--- config.mk ---
export PLATFORM = sky130hd
export DESIGN_NAME = spim_ctrl
export DESIGN_NICKNAME = d
export VERILOG_FILES = /design/src/rtl/spim_pkg.sv /design/src/rtl/spim_fifo.sv /design/src/rtl/spim_engine.sv /design/src/rtl/spim_ctrl.sv
export SDC_FILE = /design/constraint.sdc
export NUM_CORES = 1
export LEC_CHECK = 0
export ABC_CLOCK_PERIOD_IN_PS = 6800
export BUFFER_PORTS_ARGS = -buffer_cell sky130_fd_sc_hd__buf_2
export CAP_MARGIN = 15
export CORE_ASPECT_RATIO = 0.8
export CORE_MARGIN = 3
export CORE_UTILIZATION = 60
export DETAILED_ROUTE_END_ITERATION = 16
export PLACE_DENSITY = 0.75
export SKIP_LAST_GASP = 1
export SLEW_MARGIN = 20
export SYNTH_ARGS = -nofsm -noshare
export SYNTH_HDL_FRONTEND = slang
export SYNTH_SLANG_ARGS = --single-unit
--- constraint.sdc ---
create_clock -name clk -period 6.8 [get_ports clk]
set_input_delay 1.36 -clock clk [delete_from_list [all_inputs] [get_ports clk]]
set_output_delay 1.36 -clock clk [all_outputs]
set_load 0.05 [all_outputs]
--- src/rtl/spim_pkg.sv ---
package spim_pkg;

   localparam int unsigned BUS_W = 32;

   typedef enum logic [1:0] {
      REG_CTRL = 2'd0,
      REG_STAT = 2'd1,
      REG_DATA = 2'd2,
      REG_BAUD = 2'd3
   } spim_reg_e;

   typedef enum logic [1:0] {
      AL_RAW  = 2'd0,
      AL_SET  = 2'd1,
      AL_CLR  = 2'd2,
      AL_NONE = 2'd3
   } spim_alias_e;

   // control word bit positions (software visible)
   localparam int CB_MST      = 5;
   localparam int CB_CPOL     = 6;
   localparam int CB_LATE_CHG = 8;
   localparam int CB_LATE_SMP = 9;
   localparam int CB_WSEL     = 10;
   localparam int CB_ON       = 15;
   localparam int CB_AUTO_SS  = 28;

   // status word bit positions
   localparam int SB_OVF = 6;
   localparam int SB_TXL = 16;
   localparam int SB_RXL = 24;

   function automatic logic [BUS_W-1:0] apply_alias(input logic [BUS_W-1:0] cur,
                                                    input logic [BUS_W-1:0] msk,
                                                    input spim_alias_e al);
      case (al)
         AL_RAW:  return msk;
         AL_SET:  return cur | msk;
         AL_CLR:  return cur & ~msk;
         default: return cur;
      endcase
   endfunction

   function automatic logic [5:0] word_bits(input logic [1:0] wsel);
      case (wsel)
         2'd1:    return 6'd16;
         2'd2:    return 6'd32;
         default: return 6'd8;
      endcase
   endfunction

   function automatic logic [BUS_W-1:0] word_mask(input logic [1:0] wsel);
      case (wsel)
         2'd1:    return 32'h0000_FFFF;
         2'd2:    return 32'hFFFF_FFFF;
         default: return 32'h0000_00FF;
      endcase
   endfunction

endpackage

--- src/rtl/spim_fifo.sv ---
module spim_fifo #(
   parameter int unsigned DATA_W = 32,
   parameter int unsigned DEPTH  = 16,
   parameter int unsigned LVL_W  = $clog2(DEPTH + 1)
) (
   input  logic              clk,
   input  logic              rst_n,
   input  logic              flush,
   input  logic [LVL_W-1:0]  cap,
   input  logic              push,
   input  logic [DATA_W-1:0] wdata,
   input  logic              pop,
   output logic [DATA_W-1:0] rdata,
   output logic [LVL_W-1:0]  level,
   output logic              full
);
   localparam int unsigned PTR_W = $clog2(DEPTH);

   if ((DEPTH & (DEPTH - 1)) != 0 || DEPTH < 2) begin : g_bad_depth
      $error("spim_fifo: DEPTH must be a power of two of at least 2");
   end

   logic [DATA_W-1:0] mem [DEPTH];
   logic [PTR_W-1:0]  wr_ptr, rd_ptr;
   logic              do_push, do_pop;

   assign full    = (level >= cap);
   assign do_push = push && !full;
   assign do_pop  = pop && (level != '0);
   assign rdata   = mem[rd_ptr];

   always_ff @(posedge clk) begin
      for (int i = 0; i < int'(DEPTH); i++) begin
         if (do_push && !flush && wr_ptr == PTR_W'(i)) mem[i] <= wdata;
      end
   end

   always_ff @(posedge clk or negedge rst_n) begin
      if (!rst_n) begin
         wr_ptr <= '0;
         rd_ptr <= '0;
         level  <= '0;
      end else if (flush) begin
         wr_ptr <= '0;
         rd_ptr <= '0;
         level  <= '0;
      end else begin
         if (do_push) wr_ptr <= wr_ptr + 1'b1;
         if (do_pop)  rd_ptr <= rd_ptr + 1'b1;
         case ({do_push, do_pop})
            2'b10:   level <= level + 1'b1;
            2'b01:   level <= level - 1'b1;
            default: level <= level;
         endcase
      end
   end

endmodule

--- src/rtl/spim_engine.sv ---
module spim_engine #(
   parameter int unsigned BAUD_W = 9,
   parameter int unsigned DATA_W = 32,
   parameter int unsigned CNT_W  = $clog2(DATA_W)
) (
   input  logic              clk,
   input  logic              rst_n,
   input  logic              on,
   input  logic              run,
   input  logic              cpol,
   input  logic              late_chg,
   input  logic              late_smp,
   input  logic [1:0]        wsel,
   input  logic [BAUD_W-1:0] baud,
   input  logic              tx_valid,
   input  logic [DATA_W-1:0] tx_word,
   output logic              tx_take,
   output logic              rx_done,
   output logic [DATA_W-1:0] rx_word,
   input  logic              miso,
   output logic              sck,
   output logic              mosi,
   output logic              busy
);
   import spim_pkg::*;

   if (DATA_W != BUS_W) begin : g_bad_width
      $error("spim_engine: DATA_W must equal the package bus width");
   end

   logic              busy_q, half_q;
   logic [BAUD_W-1:0] div_q;
   logic [CNT_W-1:0]  bit_q;
   logic [DATA_W-1:0] txsh_q, rxsh_q, rx_in;
   logic [5:0]        nbits;
   logic              tick, active;

   assign nbits   = word_bits(wsel);
   assign tick    = busy_q && (div_q == baud);
   assign tx_take = on && run && !busy_q && tx_valid;
   assign rx_in   = {rxsh_q[DATA_W-2:0], miso};
   assign rx_done = on && tick && half_q && (bit_q == '0);
   assign rx_word = (late_smp ? rx_in : rxsh_q) & word_mask(wsel);
   assign active  = on && busy_q;
   assign sck     = cpol ^ (active && (late_chg ? half_q : !half_q));
   assign mosi    = active && txsh_q[DATA_W-1];
   assign busy    = busy_q;

   always_ff @(posedge clk or negedge rst_n) begin
      if (!rst_n) begin
         busy_q <= 1'b0;
         half_q <= 1'b0;
         div_q  <= '0;
         bit_q  <= '0;
         txsh_q <= '0;
         rxsh_q <= '0;
      end else if (!on) begin
         busy_q <= 1'b0;
         half_q <= 1'b0;
         div_q  <= '0;
      end else if (tx_take) begin
         busy_q <= 1'b1;
         half_q <= 1'b0;
         div_q  <= '0;
         bit_q  <= CNT_W'(nbits - 6'd1);
         txsh_q <= tx_word << (DATA_W - nbits);
         rxsh_q <= '0;
      end else if (busy_q) begin
         if (tick) begin
            div_q  <= '0;
            half_q <= !half_q;
            if (!half_q) begin
               if (!late_smp) rxsh_q <= rx_in;
            end else begin
               if (late_smp) rxsh_q <= rx_in;
               txsh_q <= txsh_q << 1;
               if (bit_q == '0) busy_q <= 1'b0;
               else             bit_q  <= bit_q - 1'b1;
            end
         end else begin
            div_q <= div_q + 1'b1;
         end
      end
   end

endmodule

--- src/rtl/spim_ctrl.sv ---
module spim_ctrl #(
   parameter int unsigned FIFO_BYTES = 16,
   parameter int unsigned BAUD_W     = 9,
   parameter int unsigned LVL_W      = $clog2(FIFO_BYTES + 1)
) (
   input  logic        clk,
   input  logic        rst_n,
   input  logic        reg_wr,
   input  logic        reg_rd,
   input  logic [3:0]  reg_addr,
   input  logic [31:0] reg_wdata,
   output logic [31:0] reg_rdata,
   output logic        spi_sck,
   output logic        spi_mosi,
   input  logic        spi_miso,
   output logic        spi_ss_n
);
   import spim_pkg::*;

   if (FIFO_BYTES < 4 || FIFO_BYTES > 16 || (FIFO_BYTES & (FIFO_BYTES - 1)) != 0) begin : g_bad_fifo
      $error("spim_ctrl: FIFO_BYTES must be a power of two from 4 to 16");
   end
   if (BAUD_W < 1 || BAUD_W > 16) begin : g_bad_baud
      $error("spim_ctrl: BAUD_W out of range");
   end

   spim_reg_e     rsel;
   spim_alias_e   asel;
   logic [31:0]   ctrl_q;
   logic [BAUD_W-1:0] baud_q;
   logic          ovf_q;
   logic [31:0]   baud_next, stat_next, stat_cur;
   logic          ctrl_on, run, cpol, late_chg, late_smp, auto_ss, stat_wr;
   logic [1:0]    wsel;
   logic [LVL_W-1:0] cap, tx_level, rx_level;
   logic          tx_full, rx_full, tx_take, rx_done, eng_busy, ovf_evt;
   logic [31:0]   tx_head, rx_head, rx_word;

   assign rsel     = spim_reg_e'(reg_addr[3:2]);
   assign asel     = spim_alias_e'(reg_addr[1:0]);
   assign ctrl_on  = ctrl_q[CB_ON];
   assign run      = ctrl_q[CB_MST];
   assign cpol     = ctrl_q[CB_CPOL];
   assign late_chg = ctrl_q[CB_LATE_CHG];
   assign late_smp = ctrl_q[CB_LATE_SMP];
   assign auto_ss  = ctrl_q[CB_AUTO_SS];
   assign wsel     = ctrl_q[CB_WSEL +: 2];
   assign stat_wr  = reg_wr && (rsel == REG_STAT);

   always_comb begin
      case (wsel)
         2'd1:    cap = LVL_W'(FIFO_BYTES / 2);
         2'd2:    cap = LVL_W'(FIFO_BYTES / 4);
         default: cap = LVL_W'(FIFO_BYTES);
      endcase
   end

   always_comb begin
      stat_cur = '0;
      stat_cur[SB_OVF]          = ovf_q;
      stat_cur[SB_TXL +: LVL_W] = tx_level;
      stat_cur[SB_RXL +: LVL_W] = rx_level;
   end

   assign baud_next = apply_alias({{(32 - BAUD_W){1'b0}}, baud_q}, reg_wdata, asel);
   assign stat_next = apply_alias(stat_cur, reg_wdata, asel);
   assign ovf_evt   = rx_done && rx_full;

   always_ff @(posedge clk or negedge rst_n) begin
      if (!rst_n) begin
         ctrl_q <= '0;
         baud_q <= '0;
         ovf_q  <= 1'b0;
      end else begin
         if (reg_wr && rsel == REG_CTRL) ctrl_q <= apply_alias(ctrl_q, reg_wdata, asel);
         if (reg_wr && rsel == REG_BAUD) baud_q <= baud_next[BAUD_W-1:0];
         if (ovf_evt)      ovf_q <= 1'b1;
         else if (stat_wr) ovf_q <= stat_next[SB_OVF];
      end
   end

   spim_fifo #(.DATA_W(32), .DEPTH(FIFO_BYTES), .LVL_W(LVL_W)) u_txq (
      .clk   (clk),
      .rst_n (rst_n),
      .flush (!ctrl_on),
      .cap   (cap),
      .push  (reg_wr && rsel == REG_DATA && asel == AL_RAW),
      .wdata (reg_wdata),
      .pop   (tx_take),
      .rdata (tx_head),
      .level (tx_level),
      .full  (tx_full)
   );

   spim_fifo #(.DATA_W(32), .DEPTH(FIFO_BYTES), .LVL_W(LVL_W)) u_rxq (
      .clk   (clk),
      .rst_n (rst_n),
      .flush (!ctrl_on),
      .cap   (cap),
      .push  (rx_done),
      .wdata (rx_word),
      .pop   (reg_rd && rsel == REG_DATA),
      .rdata (rx_head),
      .level (rx_level),
      .full  (rx_full)
   );

   spim_engine #(.BAUD_W(BAUD_W), .DATA_W(32)) u_eng (
      .clk      (clk),
      .rst_n    (rst_n),
      .on       (ctrl_on),
      .run      (run),
      .cpol     (cpol),
      .late_chg (late_chg),
      .late_smp (late_smp),
      .wsel     (wsel),
      .baud     (baud_q),
      .tx_valid (tx_level != '0),
      .tx_word  (tx_head),
      .tx_take  (tx_take),
      .rx_done  (rx_done),
      .rx_word  (rx_word),
      .miso     (spi_miso),
      .sck      (spi_sck),
      .mosi     (spi_mosi),
      .busy     (eng_busy)
   );

   always_comb begin
      case (rsel)
         REG_CTRL: reg_rdata = ctrl_q;
         REG_STAT: reg_rdata = stat_cur;
         REG_DATA: reg_rdata = (rx_level != '0) ? rx_head : 32'h0;
         default:  reg_rdata = {{(32 - BAUD_W){1'b0}}, baud_q};
      endcase
   end

   assign spi_ss_n = !(ctrl_on && auto_ss && ((tx_level != '0) || eng_busy));

endmodule

==> flow_summary.json <==
{
  "io-pin-count": 76,
  "via_per_inst": 6.83,
  "numCtsBuffers": 108,
  "dpl.hpwl_um": 70100,
  "start_kind": "register",
  "netlist_area_sq_um": 48100,
  "ys_ff_latch": 1172,
  "grt-ovfl-total": 0,
  "grt_start_max_net_pins": 117,
  "drc": 0,
  "first_pass_iters": 9,
  "r2r-end": "u_rxq.mem[5][1]$_DFFE_PP_",
  "ys_seq_area_frac": 0.716,
  "nNetsFinal": 2882,
  "reg2reg_from": "ctrl_q[10]$_DFFE_PN0P_",
  "place_area_sq_um": 49800,
  "die_area_sq_um": 83700,
  "synth_enable_flop_cells": 1024,
  "clockBufferDepth": 3,
  "cts_resized": 0,
  "timing.final.max_slew_violations": 0,
  "fin_crit_sh": 0.788,
  "hold_buffers": 0,
  "max_freq_mhz": 187,
  "start_util": 0.608,
  "die_w_um": 323,
  "gp_routability_congestion": 0.914,
  "power.density_nw_per_um2": 285,
  "die_h_um": 259,
  "final_cell_area_sq_um": 53500,
  "area_growth_pct": 11.0,
  "detail_route.wl_per_cell_um": 30.2,
  "clk_pin_slew_ns": 0.07,
  "synthFlopType": "edfxtp_1",
  "grt_pass1_vias": 26700,
  "syn_nets": 2789,
  "crit_path_start": "u_rxq.rd_ptr[3]$_DFFE_PN0P_",
  "netlist.area_leader.share": 0.639,
  "status": "completed",
  "synth.most_common_cell": "edfxtp_1",
  "cp_max_fo": 61,
  "rsz0062_at_grt": "no",
  "cap_violations": 0,
  "rrSetupSlack_ns": 2.06,
  "crit_arrival_ns": 4.00,
  "regArea_sq_um": 34500,
  "slew_headroom": 0.247,
  "ant_nets": 0,
  "cts_tree": "yes",
  "required_ns": 5.44,
  "netlist_top_cells_area": "edfxtp_1 64%, mux4_2 11%, dfrtp_1 7.7%",
  "ir_worst_vdd_v": 0.000242,
  "yosysTopAreaCell": "edfxtp_1",
  "antenna_found_initial": 7,
  "htreeDepth": 3,
  "grt_pass1_wl_um": 176000,
  "ctsRootBufferMaster": "clkbuf_16",
  "nFillCells": 5081,
  "hp-class": "register to register",
  "tns_ns": 0,
  "synth_top_cells_by_count": "1024 x edfxtp_1, 239 x mux4_2, 184 x mux2i_1",
  "power.total_mw": 15.2,
  "syn_inst": 2718,
  "row_count": 92,
  "portBuffers": 75,
  "drive_above_1_share": 0.214,
  "r2r_cells": 10,
  "core_area_sq_um": 79200,
  "vias": 26900,
  "end_kind": "output pin",
  "cts_setup_buffers": 0,
  "worst_skew_pair.late_latency_ns": 0.69,
  "leakage_nw": 16.8,
  "yosysWarningCount": 0,
  "multi_input_area_sq_um": 13000,
  "drt-total-wl_um": 119000,
  "critPathKind": "register to output pin",
  "tightest_slew_ns": 1.12,
  "hold_violations": 0,
  "worstSetupEndpoint": "reg_rdata[28]",
  "drt_iter0_markers": 3757,
  "clock_sinks": 1172,
  "clock_skew_ns": 0.0286,
  "setup_viol": 0,
  "ys_types": 69,
  "async_flop_share": 0.126,
  "period_needed_ns": 5.36,
  "synth_area_per_cell_sq_um": 17.7,
  "dp_slack_ns": 1.93,
  "grt_use_total": 0.290,
  "timing.final.ws_setup_ns": 1.44
}
==> area by class of cell <==
cell class              instances  area share
multi-input cells            1347       0.243
well taps                    1034      0.0242
flip-flops and latches       1172       0.645
clock inverters                58      0.0114
diodes                          2   0.0000936
inverters                      38     0.00267
repair buffers                144      0.0175
clock buffers                 146      0.0565
==> cell families after synthesis <==
family | Yosys count | synth area share
adder cells (fa/ha/maj) | 30 | 0.00795
flip-flops | 1172 | 0.716
AO/OA/AOI/OAI | 426 | 0.0550
buffers and inverters | 199 | 0.0171
XOR/XNOR | 29 | 0.00528
multiplexers | 445 | 0.155
AND/OR/NAND/NOR | 417 | 0.0439
==> flip-flops by register name, indices dropped and copies added (netlist names) <==
signal        cells
u_rxq.mem       512
u_eng.bit_q       5
ctrl_q           32
u_txq.rd_ptr      4
u_eng.txsh_q     32
ovf_q             1
u_txq.wr_ptr      4
u_txq.mem       512
u_eng.busy        1
baud_q            9
u_rxq.wr_ptr      4
u_rxq.level       5
u_eng.rxsh_q     32
u_eng.div_q       9
u_eng.half_q      1
u_rxq.rd_ptr      4
u_txq.level       5
==> per-layer routing <==
layer / share of wire / global-route usage
met1: 0.41 / 0.453
met2: 0.45 / 0.418
met3: 0.12 / 0.0696
met4: 0.023 / 0.0740
met5: 0.00025 / 0
==> power by group <==
group / internal [mW] / switching (mW)
clock: 3.54 / 2.62
combinational: 0.332 / 0.690
sequential: 7.92 / 0.143
total: 11.8 / 3.45
==> per-stage QoR <==
stage	hold WS, ns	cells	utilization
after floorplan	0.459	2718	-
after global placement	0.468	3735	0.629
after detailed placement	0.475	3735	0.629
after CTS	0.489	3939	0.675
after global routing	0.503	3939	0.675
final	0.488	3941	0.675
==> worst max-delay path, cell delays in order (launching register included) <==
cell and delay, ns:
dfrtp_4 1.05, buf_4 0.64, mux4_2 0.32, mux4_2 0.23, inv_1 0.05, o21ai_0 0.60, buf_2 0.39
==> how the worst min path moves through the flow <==
stage	slack, ns	cells after the start	endpoint	from
after floorplan	0.46	1	u_eng.txsh_q[11]$_DFFE_PN0P_	u_eng.txsh_q[11]$_DFFE_PN0P_
after global placement	0.47	1	u_eng.txsh_q[11]$_DFFE_PN0P_	u_eng.txsh_q[11]$_DFFE_PN0P_
after detailed placement	0.47	1	u_eng.txsh_q[12]$_DFFE_PN0P_	u_eng.txsh_q[12]$_DFFE_PN0P_
after CTS	0.49	1	u_eng.txsh_q[12]$_DFFE_PN0P_	u_eng.txsh_q[12]$_DFFE_PN0P_
after global routing	0.50	1	u_eng.txsh_q[12]$_DFFE_PN0P_	u_eng.txsh_q[12]$_DFFE_PN0P_
final	0.49	1	u_eng.txsh_q[12]$_DFFE_PN0P_	u_eng.txsh_q[12]$_DFFE_PN0P_
==> layout by cell type (no fill, tap or decap), types with 8 or more instances in the layout <==
cell type	instances
a21oi_1	150
a22o_1	25
a22oi_1	47
and2_2	11
and3_1	16
buf_2	74
buf_4	66
bufinv_16	11
clkbuf_1	24
clkbuf_16	111
clkbuf_8	11
clkinv_1	14
clkinv_2	21
clkinvlp_4	8
dfrtp_1	141
edfxtp_1	1024
ha_1	29
inv_1	36
mux2_2	22
mux2i_1	184
mux4_2	239
nand2_1	77
nand2b_1	11
nand3_1	51
nand4_1	8
nor2_1	94
nor2b_1	70
nor3_1	16
o211ai_1	9
o21a_1	14
o21ai_0	82
o22ai_1	39
or3_1	10
xnor2_1	26
(Power assumes the default switching activity.)
